**src/rtl/pcl_pkg.sv**
```systemverilog
package pcl_pkg;
  localparam int unsigned START_LEN = 3;
  localparam logic [START_LEN-1:0] START_PAT = 3'b010;

  typedef enum logic [1:0] {
    RX_IDLE = 2'd0,
    RX_DATA = 2'd1,
    RX_STOP = 2'd2
  } rx_state_e;
endpackage

```
**src/rtl/pcl_dir_filter.sv**
```systemverilog
module pcl_dir_filter
  import pcl_pkg::*;
#(
  parameter int unsigned DATA_W = 32
) (
  input  logic clk,
  input  logic rst_n,
  input  logic line_i,
  output logic drv_dir_o,
  output logic start_o
);
  localparam int unsigned HOLD_LEN = DATA_W + START_LEN;
  localparam int unsigned HW = $clog2(HOLD_LEN + 1);
  localparam logic [HW-1:0] HOLD_INIT = HW'(HOLD_LEN);

  logic          s1_q, s2_q, drv_q, drv_d;
  logic [HW-1:0] hold_q, hold_d;
  logic          quiet, pat, load_en;

  always_comb begin
    quiet   = (hold_q == '0);
    pat     = ({s2_q, s1_q, line_i} == START_PAT);
    start_o = pat & quiet;
    load_en = quiet & ~start_o;
    drv_d   = load_en ? s2_q : drv_q;
    if (start_o)     hold_d = HOLD_INIT;
    else if (!quiet) hold_d = hold_q - 1'b1;
    else             hold_d = hold_q;
  end

  always_ff @(posedge clk or negedge rst_n) begin
    if (!rst_n) begin
      s1_q   <= 1'b0;
      s2_q   <= 1'b0;
      drv_q  <= 1'b0;
      hold_q <= '0;
    end else begin
      s1_q   <= line_i;
      s2_q   <= s1_q;
      drv_q  <= drv_d;
      hold_q <= hold_d;
    end
  end

  assign drv_dir_o = drv_q;

  AST_DRV_FROM_PIPE: assert property (@(posedge clk) disable iff (!rst_n)
    !$stable(drv_q) |-> ($past(quiet) && drv_q == $past(s2_q)));
endmodule

```
**src/rtl/pcl_rx_deframer.sv**
```systemverilog
module pcl_rx_deframer
  import pcl_pkg::*;
#(
  parameter int unsigned DATA_W = 32
) (
  input  logic              clk,
  input  logic              rst_n,
  input  logic              line_i,
  input  logic              start_i,
  output logic [DATA_W-1:0] word_o,
  output logic              stb_o,
  output logic              busy_o
);
  localparam int unsigned CW = $clog2(DATA_W);
  localparam logic [CW-1:0] LAST_BIT = CW'(DATA_W - 1);

  rx_state_e         state_q, state_d;
  logic [CW-1:0]     cnt_q, cnt_d;
  logic [DATA_W-1:0] shift_q, shift_d, word_q, word_d;
  logic              stb_q, stb_d;

  always_comb begin
    state_d = state_q;
    cnt_d   = cnt_q;
    shift_d = shift_q;
    word_d  = word_q;
    stb_d   = 1'b0;
    unique case (state_q)
      RX_IDLE: begin
        if (start_i) begin
          state_d = RX_DATA;
          cnt_d   = '0;
        end
      end
      RX_DATA: begin
        shift_d = {shift_q[DATA_W-2:0], line_i};
        if (cnt_q == LAST_BIT) state_d = RX_STOP;
        else                   cnt_d   = cnt_q + 1'b1;
      end
      RX_STOP: begin
        if (!line_i) begin
          stb_d  = 1'b1;
          word_d = shift_q;
        end
        state_d = RX_IDLE;
      end
      default: state_d = RX_IDLE;
    endcase
  end

  always_ff @(posedge clk or negedge rst_n) begin
    if (!rst_n) begin
      state_q <= RX_IDLE;
      cnt_q   <= '0;
      shift_q <= '0;
      word_q  <= '0;
      stb_q   <= 1'b0;
    end else begin
      state_q <= state_d;
      cnt_q   <= cnt_d;
      shift_q <= shift_d;
      word_q  <= word_d;
      stb_q   <= stb_d;
    end
  end

  assign word_o = word_q;
  assign stb_o  = stb_q;
  assign busy_o = (state_q != RX_IDLE);

  AST_STB_SINGLE: assert property (@(posedge clk) disable iff (!rst_n)
    stb_q |=> !stb_q);
  AST_STB_AFTER_GOOD_STOP: assert property (@(posedge clk) disable iff (!rst_n)
    stb_q |-> ($past(state_q) == RX_STOP && !$past(line_i)));
endmodule

```
**src/rtl/pcl_mode_latch.sv**
```systemverilog
module pcl_mode_latch #(
  parameter int unsigned        DATA_W     = 32,
  parameter logic [DATA_W-1:0]  CLEAR_WORD = '0
) (
  input  logic              clk,
  input  logic              rst_n,
  input  logic              stb_i,
  input  logic [DATA_W-1:0] word_i,
  output logic              mode_on_o,
  output logic [DATA_W-1:0] mode_word_o
);
  logic              on_q, on_d;
  logic [DATA_W-1:0] mw_q, mw_d;

  always_comb begin
    on_d = on_q;
    mw_d = mw_q;
    if (stb_i) begin
      if (word_i == CLEAR_WORD) begin
        on_d = 1'b0;
      end else begin
        on_d = 1'b1;
        mw_d = word_i;
      end
    end
  end

  always_ff @(posedge clk or negedge rst_n) begin
    if (!rst_n) begin
      on_q <= 1'b0;
      mw_q <= '0;
    end else begin
      on_q <= on_d;
      mw_q <= mw_d;
    end
  end

  assign mode_on_o   = on_q;
  assign mode_word_o = mw_q;

  AST_MODE_ONLY_ON_STB: assert property (@(posedge clk) disable iff (!rst_n)
    (!$stable(on_q) || !$stable(mw_q)) |-> $past(stb_i));
endmodule

```
**src/rtl/pcl_tx_framer.sv**
```systemverilog
module pcl_tx_framer
  import pcl_pkg::*;
#(
  parameter int unsigned DATA_W = 32
) (
  input  logic              clk,
  input  logic              rst_n,
  input  logic [DATA_W-1:0] word_i,
  input  logic              load_i,
  output logic              busy_o,
  output logic              line_o
);
  localparam int unsigned FL = DATA_W + START_LEN + 1;
  localparam int unsigned CW = $clog2(FL + 1);
  localparam logic [CW-1:0] FL_INIT = CW'(FL);

  logic [FL-1:0] sr_q, sr_d;
  logic [CW-1:0] cnt_q, cnt_d;
  logic          busy, accept;

  always_comb begin
    busy   = (cnt_q != '0);
    accept = load_i & ~busy;
    sr_d   = sr_q;
    cnt_d  = cnt_q;
    if (accept) begin
      sr_d  = {START_PAT, word_i, 1'b0};
      cnt_d = FL_INIT;
    end else if (busy) begin
      sr_d  = {sr_q[FL-2:0], 1'b0};
      cnt_d = cnt_q - 1'b1;
    end
  end

  always_ff @(posedge clk or negedge rst_n) begin
    if (!rst_n) begin
      sr_q  <= '0;
      cnt_q <= '0;
    end else begin
      sr_q  <= sr_d;
      cnt_q <= cnt_d;
    end
  end

  assign busy_o = busy;
  assign line_o = sr_q[FL-1];

  AST_TX_IDLE_LOW: assert property (@(posedge clk) disable iff (!rst_n)
    !busy |-> !line_o);
  AST_TX_START_BIT: assert property (@(posedge clk) disable iff (!rst_n)
    (load_i && !busy) |=> (busy && !line_o));
endmodule

```
**src/rtl/pin_cfg_link.sv**
```systemverilog
module pin_cfg_link #(
  parameter int unsigned       DATA_W     = 32,
  parameter logic [DATA_W-1:0] CLEAR_WORD = '0
) (
  input  logic              clk,
  input  logic              rst_n,
  input  logic              ctl_line,
  output logic              drv_dir,
  output logic [DATA_W-1:0] cfg_word,
  output logic              cfg_stb,
  output logic              mode_on,
  output logic [DATA_W-1:0] mode_word,
  input  logic [DATA_W-1:0] tx_word,
  input  logic              tx_load,
  output logic              tx_busy,
  output logic              in_line
);
  logic rst_m_q, rst_s_q;
  logic start, rx_busy;

  always_ff @(posedge clk or negedge rst_n) begin
    if (!rst_n) begin
      rst_m_q <= 1'b0;
      rst_s_q <= 1'b0;
    end else begin
      rst_m_q <= 1'b1;
      rst_s_q <= rst_m_q;
    end
  end

  pcl_dir_filter #(.DATA_W(DATA_W)) u_filter (
    .clk(clk), .rst_n(rst_s_q), .line_i(ctl_line),
    .drv_dir_o(drv_dir), .start_o(start)
  );

  pcl_rx_deframer #(.DATA_W(DATA_W)) u_rx (
    .clk(clk), .rst_n(rst_s_q), .line_i(ctl_line), .start_i(start),
    .word_o(cfg_word), .stb_o(cfg_stb), .busy_o(rx_busy)
  );

  pcl_mode_latch #(.DATA_W(DATA_W), .CLEAR_WORD(CLEAR_WORD)) u_mode (
    .clk(clk), .rst_n(rst_s_q), .stb_i(cfg_stb), .word_i(cfg_word),
    .mode_on_o(mode_on), .mode_word_o(mode_word)
  );

  pcl_tx_framer #(.DATA_W(DATA_W)) u_tx (
    .clk(clk), .rst_n(rst_s_q), .word_i(tx_word), .load_i(tx_load),
    .busy_o(tx_busy), .line_o(in_line)
  );

  AST_DIR_HELD_IN_FRAME: assert property (@(posedge clk) disable iff (!rst_s_q)
    rx_busy |=> $stable(drv_dir));
  AST_NO_START_IN_FRAME: assert property (@(posedge clk) disable iff (!rst_s_q)
    start |-> !rx_busy);
endmodule

```
**config.mk**
```make
export PLATFORM = sky130hd
export DESIGN_NAME = pin_cfg_link
export DESIGN_NICKNAME = d
export VERILOG_FILES = /design/src/rtl/pcl_pkg.sv /design/src/rtl/pcl_dir_filter.sv /design/src/rtl/pcl_rx_deframer.sv /design/src/rtl/pcl_mode_latch.sv /design/src/rtl/pcl_tx_framer.sv /design/src/rtl/pin_cfg_link.sv
export SDC_FILE = /design/constraint.sdc
export NUM_CORES = 1
export LEC_CHECK = 0
export BUFFER_PORTS_ARGS = -buffer_cell sky130_fd_sc_hd__buf_2
export CAP_MARGIN = 25
export CORE_MARGIN = 10
export CORE_UTILIZATION = 55
export CTS_BUF_LIST = sky130_fd_sc_hd__clkbuf_4 sky130_fd_sc_hd__clkbuf_8 sky130_fd_sc_hd__clkbuf_16
export DETAILED_ROUTE_END_ITERATION = 10
export PLACE_DENSITY = 0.78
export SYNTH_ARGS = -nofsm -noshare
export SYNTH_HDL_FRONTEND = slang
export SYNTH_SLANG_ARGS = --single-unit
```
**constraint.sdc**
```tcl
create_clock -name clk -period 12.05 [get_ports clk]
set_input_delay 1.205 -clock clk [delete_from_list [all_inputs] [get_ports clk]]
set_output_delay 1.205 -clock clk [all_outputs]
set_load 0.005 [all_outputs]
```
# Yosys cells after proc, flatten, opt, wreduce, memory -nomap -nowiden
# Cells that the tools add are included.
# W data, S select, Z words.
# op_classes
eq_ne	8
n_reduce_logical	10
n_bitwise	7
add_sub_neg	3
mux	15
# ops
operator	n
$mux W36	2
$logic_not A32 Y1	1
$mux W6	4
$sub A6 B1 Y6 const B	2
$mux W5	2
$pmux W5 S2	1
$logic_not A6 Y1	1
$ne A2 B2 Y1 const B	3
$reduce_and A2 Y1	3
$reduce_bool A6 Y1	1
$add A5 B1 Y5 const B	1
$eq A5 B5 Y1 const B	1
$mux W2	2
$not A1 Y1	4
$pmux W2 S2	1
$reduce_bool A2 Y1	2
$and A1 B1 Y1	3
$eq A3 B2 Y1 const B	1
$mux W1	3
$reduce_and A3 Y1	1
$eq A2 B1 Y1 const B	1
$eq A2 B2 Y1 const B	1
$logic_not A2 Y1	1
$ne A2 B1 Y1 const B	1
# totals
elab_cells	58
output_inout_bits	69
regBits	158
in_bits	36

# Depth between registers and ports, before layout
# Gate-level depths: netlist of run 1.
# depth
word_depth	4
mapped_depth	8
depth_no_buf	7

# By module
# Synthesis of run 1 repeated with hierarchy kept, for this count alone.
# hier_totals
hier_cells	482
hier_area_um2	6707.7
# by_module_without_submodules
module	area_each_um2	cells_per_inst	instances	seq_area_each_um2
pcl_rx_deframer	2808.9	175	1	1801.7
pcl_tx_framer	2006.9	185	1	1026.0
pcl_mode_latch	1382.6	81	1	825.8
pcl_dir_filter	455.4	38	1	225.2
pin_cfg_link	53.8	3	1	50.0

# Worst setup path before layout of run 1
# Ideal clock, no wire load.
# synth_path
path_kind	register to output
start	register u_tx.cnt_q[0]
end	output port tx_busy
arrival_ps	1280
n_path_buf	2
slack_ps	9565
required_ps	10845
stages_incl_launch_ff	7
cell_sequence	dfrtp_1 > inv_1 > ha_1 > nor2b_1 > nand2_1 > buf_2 > buf_2
# synth_via
elab_chain_len	1
# synth_rtl
item	line	text
start: declaration	pcl_tx_framer.sv:18	logic [CW-1:0] cnt_q, cnt_d;
start signal: assignment	pcl_tx_framer.sv:41	cnt_q <= cnt_d;
$reduce_bool A6 Y1	pcl_tx_framer.sv:22	busy = (cnt_q != '0);
end: declaration	pin_cfg_link.sv:15	output logic tx_busy,
# No other way between the ends.

# Worst setup path after layout of run 1
# Same ends and word-level chain as after synthesis.

==> impl_metrics.yaml, run 1 <==
run_status:
  run_status: "complete, no violations"
cts:
  cts.sinks: 157
  insertion_delay_ns: 0.42
  htree_levels: 4
  post_cts_buffers: 0
  clkSlewWorstSetupHoldPaths_ns: 0.06
  root_buffer: "clkbuf_16"
  cts_inserted_buffers: 17
  clockBufferDepth: 2
  cts_tree: "yes"
  cts_resized: 0
  cts_hold_buf: 0
layout:
  final_nets: 627
  antenna_cells: 0
  nFillCells: 840
  syn_to_final_growth_pct: 19.44
  final_common_cell: "dfrtp_1"
  instances_no_fill: 741
  drive_gt1_share_pct: 41.47
  final_cell_mix: "156 x dfrtp_1, 104 x buf_2, 79 x mux2_2"
setup_path:
  startpoint_type: "flop"
  cp_max_fo: 75
  rrSetupSlack_ns: 9.70
  r2r-end: "u_mode.mode_word_o[28]"
  worstSetupPathType: "flop to output pin"
  worstPathArrival_ns: 2.16
  reg2reg_from: "u_rx.word_o[6]"
  cp.required_ns: 10.85
  critPathLaunch: "u_tx.cnt_q[0]"
  r2r_cells: 5
  endpoint_kind: "output pin"
sta:
  clock_skew_ns: 0.009375
  setup_violations: 0
  period_share_pct: 27.96
  rsz0062_at_grt: "false"
  relSlewSlack_pct: 34.77
  tns_ns: 0
  fin_crit_ns: 3.370
  fmax_ghz: 0.2968
  slew_violations: 0
  hold_viol_final: 0
  worst_pin_slew_ns: 0.9785
drt:
  drtAntennaViolNets: 0
  vias: 4024
  via_per_inst: 5.430
  first_iter_violations: 307
  wl_mm: 12.85
  dr.pass1.iters: 4
  drc: 0
  wl_per_cell_um: 17.34
hold_path:
  hold_class: "flop to flop"
  holdPathEnd: "rst_s_q"
  hp-start: "rst_m_q"
  hold_depth: 0
global_route:
  grt.overflow.total: 0
  use_met3_pct: 5.749
  grt_usage_pct: 15.81
  grt_pass1_wl_mm: 21.14
  antenna_found_initial: 0
  grt_use_met2_pct: 24.68
  use_met1_pct: 20.36
  busiest_layer: "met2"
  grt_max_degree: 86
  grt_pass1_vias: 4224
placement:
  place_inst: 708
  hpwl_mm: 8.507
  io_buffers: 104
  place_congestion: 0.7137
synthesis:
  synthTopCellsByArea: "dfrtp_1 61%, mux2_2 14%, mux2i_1 5.1%"
  yosysTopAreaCellShare_pct: 60.74
  synth_edf_count: 0
  synth_nets: 521
  synth-seq-cells: 157
  async_flop_share_pct: 100.0
  syn_area_per_cell_um2: 13.50
  ys_seq_area_share_pct: 60.74
  synth_cells: 479
  synthFlopType: "dfrtp_1"
  synth_top_cell_by_area: "dfrtp_1"
  netlist_area_um2: 6469
  synth_cell_types: 37
  ys_warn_count: 0
die:
  dieWidth_um: 128.5
  start_util_pct: 56.41
  die_area_um2: 16500
  std_cell_rows: 39
  core-area_um2: 11470
  io_pins: 105
  chipHeight_um: 128.5
power_and_ir_drop:
  vdd_drop_max_v: 0.0001133
  p_leak_nw: 4.106
  powerDensity_nw_per_um2: 195.0
run:
  cap_violations: 0
state kept, by name, indices dropped and copies added, names as in the netlist:
signal,flops
u_tx.sr_q,35
u_mode.mode_word_o,32
u_rx.shift_q,32
u_rx.word_o,32
u_filter.hold_q,6
u_tx.cnt_q,6
u_rx.cnt_q,5
u_rx.state_q,2
rst_m_q,1
rst_s_q,1
u_filter.drv_dir_o,1
u_filter.s1_q,1
u_filter.s2_q,1
u_mode.mode_on_o,1
u_rx.stb_o,1
logic make-up (layout without fill, tap and decap cells):
family,count (synthesis),count (layout),share of synthesized area [%]
XOR/XNOR,3,3,0.4063
buffers and inverters,31,150,2.418
other,1,1,0.05797
AO/OA/AOI/OAI,61,61,5.493
multiplexers,132,132,23.50
adder cells (fa/ha/maj),6,6,1.161
flip-flops,157,157,60.74
AND/OR/NAND/NOR,88,88,6.228
area by class of cell:
cell class / instances / area [um2] / share of cell area, %
Clock inverter: 14 / 165.2 / 2.138
Multi-Input combinational cell: 291 / 2395 / 31.00
Sequential cell: 157 / 3933 / 50.90
Timing Repair Buffer: 110 / 585.6 / 7.579
Inverter: 8 / 30.03 / 0.3887
Clock buffer: 18 / 439.2 / 5.684
Tap cell: 143 / 178.9 / 2.316
Yosys cell counts, types with 2 or more instances:
library cell / count
and2_1: 2
mux2i_1: 33
clkbuf_1: 6
mux2_4: 20
dfrtp_1: 157
nand4_1: 3
a21o_1: 2
nor3_1: 5
a22o_1: 4
a21oi_1: 8
nor2_1: 11
buf_6: 3
nand2_1: 48
xor2_1: 2
o21ai_0: 39
nand2b_1: 2
ha_1: 6
buf_2: 14
a31oi_1: 2
nor4_1: 8
inv_1: 8
nor2b_1: 3
mux2_2: 79
power by group:
| group | total (mW) | internal [mW] | switching [mW] |
|---|---|---|---|
| sequential | 0.705 | 0.627 | 0.0782 |
| combinational | 0.261 | 0.132 | 0.129 |
| clock | 0.541 | 0.331 | 0.210 |
per-layer routing:
metal | part of all wire (%) | vias to the layer above
met3 | 5.3 | 13
met4 | 1.0 | 0
li1 | - | 1895
met5 | 0 | -
met1 | 46 | 2017
met2 | 48 | 99
critical path, cell delays in order, from the launching register on:
cell and delay (ns):
dfrtp_1 0.41, inv_1 0.11, ha_1 0.24, nor2b_1 0.18
nand2_2 0.07, buf_4 0.50, buf_2 0.23
how the worst max path moves through the flow:
stage	endpoint	slack, ns
finish	tx_busy	8.68
floorplan	u_filter.drv_dir_o	7.35
detailed placement	tx_busy	9.15
CTS	tx_busy	8.69
global placement	tx_busy	9.23
global route	tx_busy	8.54
per-stage QoR:
step / util, % / power [mW] / hold WS, ns / area [um2] / worst slack, ns
after floorplan: - / 0.8994 / 0.3312 / 6469 / 7.352
after global placement: 61.87 / 0.9468 / 0.3402 / 7094 / 9.227
after detailed placement: 61.87 / 0.9708 / 0.3425 / 7094 / 9.148
after CTS: 67.14 / 1.520 / 0.3637 / 7699 / 8.693
after global routing: 67.38 / 1.592 / 0.3731 / 7726 / 8.543
final: 67.38 / 1.507 / 0.3585 / 7726 / 8.680
(Power assumes the default switching activity.)
==> run 2, diff against run 1 <==
--- a/config.mk
+++ b/config.mk
@@ -8,10 +8,10 @@
 export BUFFER_PORTS_ARGS = -buffer_cell sky130_fd_sc_hd__buf_2
 export CAP_MARGIN = 25
 export CORE_MARGIN = 10
-export CORE_UTILIZATION = 55
+export CORE_UTILIZATION = 51
 export CTS_BUF_LIST = sky130_fd_sc_hd__clkbuf_4 sky130_fd_sc_hd__clkbuf_8 sky130_fd_sc_hd__clkbuf_16
 export DETAILED_ROUTE_END_ITERATION = 10
-export PLACE_DENSITY = 0.78
+export PLACE_DENSITY = 0.76
 export SYNTH_ARGS = -nofsm -noshare
 export SYNTH_HDL_FRONTEND = slang
 export SYNTH_SLANG_ARGS = --single-unit
==> constraint.sdc (replaced) <==
create_clock -name clk -period 3.08 [get_ports clk]
set_input_delay 0.308 -clock clk [delete_from_list [all_inputs] [get_ports clk]]
set_output_delay 0.308 -clock clk [all_outputs]
set_load 0.005 [all_outputs]
==> run 2 against run 1 <==
  * Flip-flop and latch count did not move
  * Core utilization shrank 4.6 points
  * Die area is 6.6% higher
  * Clock skew is 0.0011 ns lower
  * Cell area is 1.6% higher
  * Non-clock buffer count increased by 3
  * Global-route usage down 0.41 points
  * Via count shrank 0.89%
  * Largest cell class unchanged
==> impl_metrics.yaml, run 2 (synthesis results as in run 1) <==
layout:
  design_area_um2: 7853
  instances_no_fill: 773
  final_common_cell: "dfrtp_1"
  post-route-util_pct: 62.73
  drive_gt1_share_pct: 41.60
  largest_register: "u_tx.sr_q"
  largest_reg_flops: 35
  final_nets: 630
  antenna_cells: 0
  final_cell_mix: "156 x dfrtp_1, 104 x buf_2, 79 x mux2_2"
  syn_to_final_growth_pct: 21.39
power_and_ir_drop:
  p_int_mw: 4.459
  sequentialPowerShare_pct: 45.0
  pwr-share-comb_pct: 16.8
  power.total_mw: 6.081
  p_leak_nw: 4.153
  powerDensity_nw_per_um2: 774.3
  p_sw_mw: 1.622
  clkPwrFrac_pct: 38.2
  vdd_drop_max_v: 0.0004116
  swShare_pct: 26.67
sta:
  hold_viol_final: 0
  period_share_pct: 80.12
  rsz0062_at_grt: "false"
  worst_pin_slew_ns: 0.8014
  relSlewSlack_pct: 46.57
  fin_crit_ns: 2.468
  hold_slack_ns: 0.08826
  clock_skew_ns: 0.008273
  tns_ns: 0
  setup_violations: 0
  slew_violations: 0
  finalWorstSetupSlack_ns: 0.6124
  fmax_ghz: 0.4053
placement:
  place_congestion: 0.7610
  placed_cell_area_um2: 7178
  hpwl_mm: 9.008
  place_inst: 740
  io_buffers: 104
  place_ws_ns: 0.7049
die:
  die_area_um2: 17590
  start_util_pct: 51.68
  chipHeight_um: 132.6
  dieWidth_um: 132.6
  std_cell_rows: 41
  core-area_um2: 12520
  io_pins: 105
drt:
  drc: 0
  drtAntennaViolNets: 0
  wl_per_cell_um: 17.25
  vias: 3988
  via_per_inst: 5.159
  first_iter_violations: 244
  dr.pass1.iters: 4
  wl_mm: 13.34
global_route:
  grt.overflow.total: 0
  antenna_found_initial: 0
  grt_usage_pct: 15.40
  grt_pass1_vias: 4194
  grt_max_degree: 156
  grt_pass1_wl_mm: 21.89
cts:
  cts_inserted_buffers: 17
  post_cts_buffers: 0
  htree_levels: 4
  clockBufferDepth: 2
  insertion_delay_ns: 0.41
  cts.sinks: 157
  root_buffer: "clkbuf_16"
  cts_tree: "yes"
  clkSlewWorstSetupHoldPaths_ns: 0.06
run_status:
  run_status: "complete, no violations"
setup_path:
  cp.required_ns: 3.37
  cp_max_fo: 15
  endpoint_kind: "flop"
  worstPathArrival_ns: 2.76
  startpoint_type: "flop"
  worstSetupPathType: "flop to flop"
run:
  cap_violations: 0
hold_path:
  hold_class: "input pin to flop"
[run 2: layout make-up]
type | instances | area (um2)
repair buffers | 113 | 615.6
clock buffers | 20 | 454.2
flip-flops and latches | 157 | 3933
well taps | 172 | 215.2
fillers | 967 | 4664
inverters | 8 | 30.03
multi-input cells | 291 | 2395
clock inverters | 12 | 210.2
[run 2: power by group through the flow]
stage	clock network (mW)	registers (mW)	logic [mW]
after floorplan	0	2.70	0.819
after global placement	0	2.74	0.968
after detailed placement	0	2.76	1.03
after CTS	2.36	2.73	1.04
after global routing	2.44	2.79	1.17
final	2.32	2.74	1.02
[run 2: worst max-delay path, cell delays in order, from the launching register on]
cell and delay, ns:
dfrtp_1 0.42, nor4_1 0.52, nand4_1 0.24, o21ai_4 0.57, buf_4 0.29, mux2_4 0.32
[run 2: repair_timing]
item                       in CTS  in global routing
setup endpoints to repair       0                  0
hold buffers                    1                  0
gates resized for setup         0                  0
hold endpoints to repair        2                  0
[run 2: path summary, 6_finish.rpt]
kind	startpoint	to	slack, ns	depth (start not counted)
worst max register to register	u_rx.word_o[24]	u_mode.mode_word_o[5]	0.61	5
min in group asynchronous	rst_n	rst_s_q	0.21	2
max in group asynchronous	rst_s_q	u_tx.sr_q[8]	2.02	1
worst min register to register	rst_m_q	rst_s_q	0.35	0
worst max-delay path	u_rx.word_o[24]	u_mode.mode_word_o[5]	0.61	5
worst min-delay path	ctl_line	u_filter.s1_q	0.09	1
[run 2: routing by layer]
layer | up-vias | track usage [%] | part of all wire (%)
met3 | 6 | 5.602 | 5.2
met5 | - | 0 | 0
met4 | 0 | 4.584 | 0.60
met1 | 1989 | 18.84 | 45
met2 | 85 | 24.97 | 49
li1 | 1908 | - | -
==> run 3, diff against run 2 <==
--- a/config.mk
+++ b/config.mk
@@ -5,6 +5,7 @@
 export SDC_FILE = /design/constraint.sdc
 export NUM_CORES = 1
 export LEC_CHECK = 0
+export ABC_AREA = 1
 export BUFFER_PORTS_ARGS = -buffer_cell sky130_fd_sc_hd__buf_2
 export CAP_MARGIN = 25
 export CORE_MARGIN = 10
==> constraint.sdc (replaced) <==
create_clock -name clk -period 2.2 [get_ports clk]
set_input_delay 0.22 -clock clk [delete_from_list [all_inputs] [get_ports clk]]
set_output_delay 0.22 -clock clk [all_outputs]
set_load 0.005 [all_outputs]
==> run 3 against run 2 <==
  * Clock-buffer cell count fell by 2
  * Power up 42%
  * Combinational power up 53%
  * Register-to-register slack got worse by 0.08 ns
  * Hold slack worse by 0.067 ns
  * Flip-flop and latch count unchanged
  * Die area increased by 2.4%
  * Sequential power grew 45%
  * Largest power group unchanged
  * Clock power up 32%
==> impl_metrics.yaml, run 3 <==
synthesis:
  synth_cell_types: 41
  synth_edf_count: 0
  netlist_area_um2: 6654
  synth_cells: 714
  synth_common_cells: "239 x nand2_1, 157 x dfrtp_1, 69 x inv_1"
  ys_warn_count: 0
  synth_nets: 756
  synth-seq-cells: 157
  synthTopCellsByArea: "dfrtp_1 59%, nand2_1 13%, o21ai_0 4.0%"
  synthMostInstantiatedCell: "nand2_1"
  yosysTopAreaCellShare_pct: 59.04
  ys_seq_area_share_pct: 59.04
  synthFlopType: "dfrtp_1"
  syn_area_per_cell_um2: 9.319
  async_flop_share_pct: 100.0
  synth_top_cell_by_area: "dfrtp_1"
placement:
  place_ws_ns: 0.5423
  hpwl_mm: 9.592
  io_buffers: 104
  placed_cell_area_um2: 7351
  place_congestion: 0.7688
setup_path:
  r2r_cells: 9
  worstPathArrival_ns: 1.75
  worstSetupPathType: "flop to output pin"
  startpoint_type: "flop"
  slowest_stage: "dfrtp_1"
  endpoint_kind: "output pin"
  cp_common_cell: "inv_1"
  cp_max_fo: 16
  cp.required_ns: 1.98
  crit_chain: "inv_1 -> ha_1 -> inv_1 -> nor2_2 -> nand3_4 -> buf_4 -> buf_2"
  crit_path_max_incr_delay_ns: 0.37
global_route:
  grt_usage_pct: 15.82
  use_met3_pct: 6.087
  grt_max_degree: 47
  grt_pass1_vias: 5067
  busiest_layer: "met2"
  grt_pass1_wl_mm: 23.96
  use_met1_pct: 20.32
  antenna_found_initial: 0
  grt.overflow.total: 0
  grt_use_met2_pct: 24.30
layout:
  largest_register: "u_tx.sr_q"
  design_area_um2: 8066
  syn_to_final_growth_pct: 21.23
  largest_reg_flops: 35
  final_cell_mix: "239 x nand2_1, 156 x dfrtp_1, 104 x buf_2"
  final_nets: 871
  antenna_cells: 0
  drive_gt1_share_pct: 22.68
  nFillCells: 1039
  final_common_cell: "nand2_1"
die:
  io_pins: 105
  chipHeight_um: 134.2
  dieWidth_um: 134.2
  std_cell_rows: 41
  core-area_um2: 12720
  die_area_um2: 18020
  start_util_pct: 52.30
sta:
  worst_pin_slew_ns: 0.6397
  period_share_pct: 89.51
  finalWorstSetupSlack_ns: 0.2309
  hold_slack_ns: 0.02081
  clock_skew_ns: 0.006053
  tns_ns: 0
  fmax_ghz: 0.5078
  setup_violations: 0
  slew_violations: 0
  hold_viol_final: 0
  fin_crit_ns: 1.969
  rsz0062_at_grt: "false"
  relSlewSlack_pct: 57.29
run:
  cap_violations: 0
drt:
  drtAntennaViolNets: 0
  dr.pass1.iters: 4
  via_per_inst: 4.945
  vias: 5014
  wl_mm: 13.79
  wl_per_cell_um: 13.60
  drc: 0
  first_iter_violations: 318
cts:
  cts_tree: "yes"
  clkSlewWorstSetupHoldPaths_ns: 0.06
  cts_inserted_buffers: 17
  htree_levels: 4
  cts_resized: 0
  cts_hold_buf: 9
  clockBufferDepth: 2
  post_cts_buffers: 0
  insertion_delay_ns: 0.42
  cts.sinks: 157
  root_buffer: "clkbuf_16"
power_and_ir_drop:
  power.total_mw: 8.618
  vdd_drop_max_v: 0.0006157
  powerDensity_nw_per_um2: 1068
  p_leak_nw: 4.132
run_status:
  run_status: "complete, no violations"
hold_path:
  hold_class: "input pin to flop"
  hold_depth: 3
## run 3: cell count changes after synthesis, sizes merged, moves of 13 or more
| cell | delta |
|---|---|
| inv | +64 |
| mux2 | -99 |
| mux2i | -33 |
| nand2 | +203 |
| nand3 | +47 |
| nor2 | +24 |
| o21ai | +25 |
| o221ai | +13 |
## run 3: layout make-up
type | count | area [um2] | area share (%)
well taps | 172 | 215.2 | 2.668
flip-flops and latches | 157 | 3933 | 48.75
inverters | 73 | 279.0 | 3.459
clock inverters | 14 | 192.7 | 2.389
multi-input cells | 453 | 2261 | 28.03
clock buffers | 18 | 432.9 | 5.367
repair buffers | 127 | 753.2 | 9.338
## run 3: per-layer routing
metal | vias to the layer above | share of wire, %
met4 | 0 | 1.0
met2 | 130 | 45
met1 | 2338 | 47
met5 | - | 0
met3 | 13 | 7.3
li1 | 2533 | -
## run 3: logic make-up (layout without fill, tap and decap cells)
logic type | after synthesis | after routing | synth area share (%)
adder cells (fa/ha/maj) | 6 | 6 | 1.128
flip-flops | 157 | 157 | 59.04
buffers and inverters | 104 | 232 | 6.976
AO/OA/AOI/OAI | 99 | 99 | 10.25
other | 1 | 1 | 0.05636
AND/OR/NAND/NOR | 344 | 344 | 22.15
XOR/XNOR | 3 | 3 | 0.3950
## run 3: final timing paths
| path | startpoint | end | slack, ns |
|---|---|---|---|
| setup reg to reg | u_tx.cnt_q[0] | u_tx.sr_q[30] | 0.53 |
| setup / recovery | u_tx.cnt_q[0] | tx_busy | 0.23 |
| hold / removal | tx_word[27] | u_tx.sr_q[28] | 0.02 |
| hold reg to reg | rst_s_q | u_rx.shift_q[6] | 0.30 |
| max in group asynchronous | rst_s_q | u_rx.word_o[24] | 1.30 |
| min in group asynchronous | rst_n | rst_s_q | 0.11 |
## run 3: critical path, delay by kind of cell (launching register included)
| kind | cells | cell delay (ns) |
|---|---|---|
| buffers and inverters | 4 | 0.55 |
| flip-flops | 1 | 0.37 |
| AND/OR/NAND/NOR | 2 | 0.21 |
| adder cells (fa/ha/maj) | 1 | 0.20 |
## run 3: where the power goes
part	internal (mW)	leakage, nW	switching [mW]	total [mW]
clock network	1.91	0.288	1.16	3.07
registers	3.54	1.96	0.443	3.98
logic	0.638	1.88	0.925	1.56
total	6.09	4.13	2.53	8.62
## run 3: per-stage QoR
stage	cells	utilization, %
4_1_cts	1014	63.40
2_1_floorplan	714	-
3_5_place_dp	973	57.78
6_report	1014	63.40
3_3_place_gp	973	57.78
5_1_grt	1014	63.40
